===== src/rtl/cbp_pkg.sv =====
package cbp_pkg;
  localparam int unsigned CTR_W = 2;
  typedef logic [CTR_W-1:0] ctr_t;
  localparam ctr_t CTR_MAX  = '1;
  localparam ctr_t CTR_MIN  = '0;
  localparam ctr_t CTR_INIT = ctr_t'((1 << (CTR_W - 1)) - 1);

  function automatic ctr_t ctr_step(ctr_t v, logic up);
    if (up) return (v == CTR_MAX) ? v : v + ctr_t'(1);
    else    return (v == CTR_MIN) ? v : v - ctr_t'(1);
  endfunction
endpackage


===== src/rtl/cbp_sat_ctr.sv =====
module cbp_sat_ctr
  import cbp_pkg::*;
(
  input  logic clk_i,
  input  logic rst_ni,
  input  logic en_i,
  input  logic up_i,
  output ctr_t val_o
);
  always_ff @(posedge clk_i or negedge rst_ni) begin
    if (!rst_ni)   val_o <= CTR_INIT;
    else if (en_i) val_o <= ctr_step(val_o, up_i);
  end
endmodule


===== src/rtl/cbp_history.sv =====
module cbp_history (
  input  logic clk_i,
  input  logic rst_ni,
  input  logic valid_i,
  input  logic taken_i,
  output logic hist_o
);
  always_ff @(posedge clk_i or negedge rst_ni) begin
    if (!rst_ni)      hist_o <= 1'b0;
    else if (valid_i) hist_o <= taken_i;
  end
endmodule


===== src/rtl/cbp_predictor.sv =====
module cbp_predictor
  import cbp_pkg::*;
#(
  parameter int unsigned PC_W    = 32,
  parameter int unsigned IDX_W   = 4,
  parameter int unsigned IDX_LSB = 2
) (
  input  logic            clk_i,
  input  logic            rst_ni,
  input  logic [PC_W-1:0] pred_pc_i,
  output logic            pred_taken_o,
  input  logic            upd_valid_i,
  input  logic [PC_W-1:0] upd_pc_i,
  input  logic            upd_taken_i
);
  localparam int unsigned ENTRIES = 1 << IDX_W;
  localparam int unsigned SLOTS   = 2;

  logic [IDX_W-1:0] pred_idx, upd_idx;
  logic             hist_q;
  logic [ENTRIES-1:0][SLOTS-1:0][CTR_W-1:0] ctr_q;
  logic             unused_pc;

  assign pred_idx  = pred_pc_i[IDX_LSB +: IDX_W];
  assign upd_idx   = upd_pc_i[IDX_LSB +: IDX_W];
  assign unused_pc = ^{pred_pc_i, upd_pc_i};

  cbp_history i_hist (
    .clk_i   (clk_i),
    .rst_ni  (rst_ni),
    .valid_i (upd_valid_i),
    .taken_i (upd_taken_i),
    .hist_o  (hist_q)
  );

  for (genvar e = 0; e < ENTRIES; e++) begin : g_entry
    for (genvar s = 0; s < SLOTS; s++) begin : g_slot
      logic en;
      ctr_t val;
      // slot picked by history before this update
      assign en = upd_valid_i && (upd_idx == IDX_W'(e)) && (hist_q == s[0]);
      cbp_sat_ctr i_ctr (
        .clk_i  (clk_i),
        .rst_ni (rst_ni),
        .en_i   (en),
        .up_i   (upd_taken_i),
        .val_o  (val)
      );
      assign ctr_q[e][s] = val;
    end
  end

  assign pred_taken_o = ctr_q[pred_idx][hist_q][CTR_W-1];
endmodule


===== config.mk =====
export PLATFORM = sky130hd
export DESIGN_NAME = cbp_predictor
export DESIGN_NICKNAME = d
export VERILOG_FILES = /design/src/rtl/cbp_pkg.sv /design/src/rtl/cbp_sat_ctr.sv /design/src/rtl/cbp_history.sv /design/src/rtl/cbp_predictor.sv
export SDC_FILE = /design/constraint.sdc
export NUM_CORES = 1
export LEC_CHECK = 0
export BUFFER_PORTS_ARGS = -buffer_cell sky130_fd_sc_hd__clkbuf_2
export CORE_MARGIN = 2
export CORE_UTILIZATION = 35
export DETAILED_ROUTE_END_ITERATION = 7
export MAX_ROUTING_LAYER = met4
export PLACE_DENSITY = 0.56
export SKIP_LAST_GASP = 1
export SLEW_MARGIN = 20
export SYNTH_ARGS = -nofsm -noshare
export SYNTH_HDL_FRONTEND = slang
export SYNTH_SLANG_ARGS = --single-unit

===== constraint.sdc =====
create_clock -name clk_i -period 2.95 [get_ports clk_i]
set_input_delay 0.1475 -clock clk_i [delete_from_list [all_inputs] [get_ports clk_i]]
set_output_delay 0.1475 -clock clk_i [all_outputs]
set_load 0.01 [all_outputs]

==> key figures <==
Outcome
  • Outcome: completed

Worst hold path
  • Hold crit path type: input port to register
  • HP Start: upd_valid_i
  • Worst Hold Path Cells: 2
  • Worst hold endpoint: i_hist.hist_o

CTS
  • Clock slew at reported path FFs: approximately 0.07 ns
  • Max clock buf depth: 2
  • Worst-Skew Late Latency: roughly 0.34 ns
  • # H-tree levels: 3
  • CTS tree: done
  • CTS buffer count: 9
  • CTS sink count: 65
  • Clock tree root driver cell: clkbuf_8

Place
  • Placed Cells: 571
  • Placed Instance Area: just under 4000 um2
  • PortBufs: 12
  • GP Congestion: around 0.79
  • Post-DP HPWL: a little over 6 mm

Synthesis
  • Cell count after synthesis: about 440
  • Count leader, synth: o21ai_0
  • Synth top area cells: dfstp_2 22%, dfrtp_1 22%, o21ai_0 9.0%
  • Async SR Flop Fraction: between 90% and 100%
  • Synth Cell Area: 3760 um2
  • Yosys top cell area share: 22.3%
  • Synth unique cells: 40
  • Avg Cell Area, Syn: around 8.6 um2
  • Post-synth top flop: dfrtp_1
  • #FFs+latches synth: 65
  • Synth area leader: dfstp_2
  • Yosys Warn Count: 0
  • Number of synthesized flops with an enable pin: 0
  • Syn nets: a little over 500
  • Commonest cells in the netlist: 68 x o21ai_0, 55 x nand2_1, 42 x a21oi_1, 41 x nor2_1, 33 x dfrtp_1
  • Proportion of synthesized chip area in sequential cells: approximately 44%

Die
  • Initial cell density of the core: between 30% and 40%
  • Core Area: around 10000 um2
  • Boundary Pins: between 60 and 70
  • Row count: 37
  • Die area: 11600 um2
  • Die width: about 110 um
  • DIE HEIGHT: 108 um

Detailed routing
  • Pre-antenna DRT Iters: 4
  • Iteration-0 DRC Markers: between 150 and 200
  • ANT nets after route: 0
  • Vias: approximately 3200
  • DRC viols: 0
  • DR WL/cell: roughly 16 um
  • Final WL: 9.16 mm
  • Vias per cell: between 5 and 6

Flow run
  • Max Cap Viol: 0

Worst setup path
  • Critical Path RT: 2.80 ns
  • CP Class: register to output port
  • Reg-to-reg endpoint: g_entry[11].g_slot[0].i_ctr.val_o[0]
  • Startpoint Class: register
  • Worst-path fanout max: 24
  • Crit end category: output port
  • Crit path DAT: about 2.0 ns
  • RR Startpoint: i_hist.hist_o
  • R2R setup slack: 1.00 ns
  • R2r worst-path depth: 5

Power
  • Final Power: 2.22 mW
  • Reg power frac: between 50% and 60%
  • Combinational Power Share: between 10 and 15%
  • Clock power share: roughly 34%
  • Psw: 0.636 mW
  • Pleak: 1.52 nW
  • Internal power: 1.59 mW
  • Max VDD drop: 0.000218 V
  • Cell Pwr Density: roughly 540 nW/um2
  • Sw Ratio: between 20% and 30%

Layout
  • Multi-input gate area: approximately 2000 um2
  • Final std cells w/o fill: 588
  • Final core utilization: approximately two fifths
  • Fill count: approximately 1100
  • FF+latch area: approximately 1700 um2
  • Post-Layout Inst Area: roughly 4100 um2
  • Layout cells sized above 1: 17.0%
  • Synthesis-to-finish area growth: 9.94%
  • # diodes: 0
  • # nets final: about 500

Timing
  • Setup TNS: 0 ns
  • Worst rel slew slack: around two fifths
  • Final slew viol count: 0
  • Final Critical Period: ~2.2 ns
  • Final period utilization: 72.9%
  • Fin. Hold Viols: 0
  • Final Setup Violations: 0
  • Max Clk Rate: 0.465 GHz
  • RSZ-0062 raised after global routing: no
  • Worst Tran Pin Value: just under 0.9 ns
  • Clock Skew: ~0.0047 ns

Global routing
  • Largest net degree at the start of global routing: 31
  • Grt total ovfl: 0
  • First-pass GRT wire length: 15.1 mm
  • Vias in the first global route: around 3000
  • Initial antenna violation count: 0
  • GRT Total Usage: between 10% and 20%
power groups by stage:
stage | Combinational (mW) | Sequential [mW] | Clock (mW)
finish | 0.275 | 1.19 | 0.757
global route | 0.311 | 1.21 | 0.821
CTS | 0.280 | 1.19 | 0.781
detailed placement | 0.277 | 1.20 | 0
global placement | 0.266 | 1.19 | 0
floorplan | 0.205 | 1.17 | 0
layout make-up:
cell class / instances / share of cell area [%]
inverters: 9 / 0.816
well taps: 136 / 4.11
flip-flops and latches: 65 / 40.3
clock inverters: 3 / 0.967
multi-input cells: 345 / 47.8
clock buffers: 13 / 3.60
repair buffers: 17 / 2.42
sequential cells by signal, indices dropped and copies added (netlist names):
| signal | cells |
|---|---|
| i_hist.hist_o | 1 |
| g_entry.g_slot.i_ctr.val_o | 64 |
worst max-delay path: stages, from the launching register on:
cell and delay, ns:
dfrtp_1 0.92, nand4b_1 0.20, a21oi_1 0.04, a311o_1 0.35, clkbuf_2 0.14
cells by family (layout without fill, tap and decap cells):
| group | Yosys count | count (layout) | share of synthesized area [%] |
|---|---|---|---|
| AOI/OAI and AO/OA | 169 | 169 | 25.5 |
| and+or+nand+nor | 151 | 151 | 20.4 |
| DFF | 65 | 65 | 44.3 |
| buffers and inverters | 27 | 42 | 3.16 |
| muxes | 18 | 18 | 4.85 |
| adders and majority gates | 7 | 7 | 1.86 |
metal layers:
metal / vias up / wire length, um / global-route usage, % / share of wire, %
li1: 1614 / - / - / -
met1: 1537 / 4370 / 22.2 / 48
met2: 40 / 4400 / 26.8 / 48
met3: 12 / 229 / 3.93 / 2.5
met4: 0 / 151 / 5.77 / 1.6
met5: - / 0 / - / 0
cell usage in the layout, fill, tap and decap left out, drive strengths merged, types with 14 or more instances in the layout:
master  instances
nand2          55
nor2           49
dfrtp          33
nand3b         14
dfstp          32
mux2i          16
o21ai          80
a21oi          42
clkbuf         24
o31ai          15
what timing repair did:
| action | in CTS | in global routing |
|---|---|---|
| endpoints found under the hold margin | 14 | 0 |
| hold buffers | 1 | 0 |
| buffers inserted | 0 | 0 |
| resized for setup | 0 | 0 |
worst max path at each step:
stage,start,end,cells after the start
2_1_floorplan,pred_pc_i[3],pred_taken_o,7
3_3_place_gp,pred_pc_i[3],pred_taken_o,7
3_5_place_dp,pred_pc_i[3],pred_taken_o,7
4_1_cts,i_hist.hist_o,pred_taken_o,4
5_1_grt,i_hist.hist_o,pred_taken_o,4
6_report,i_hist.hist_o,pred_taken_o,4
per-stage QoR:
| stage | setup slack, ns | hold WS (ns) |
|---|---|---|
| after floorplan | 1.56 | -0.148 |
| after CTS | 0.798 | 0.201 |
| after global routing | 0.722 | 0.208 |
| after detailed placement | 1.05 | 0.241 |
| after global placement | 1.02 | 0.245 |
| final | 0.800 | 0.224 |
(Power assumes the default switching activity.)
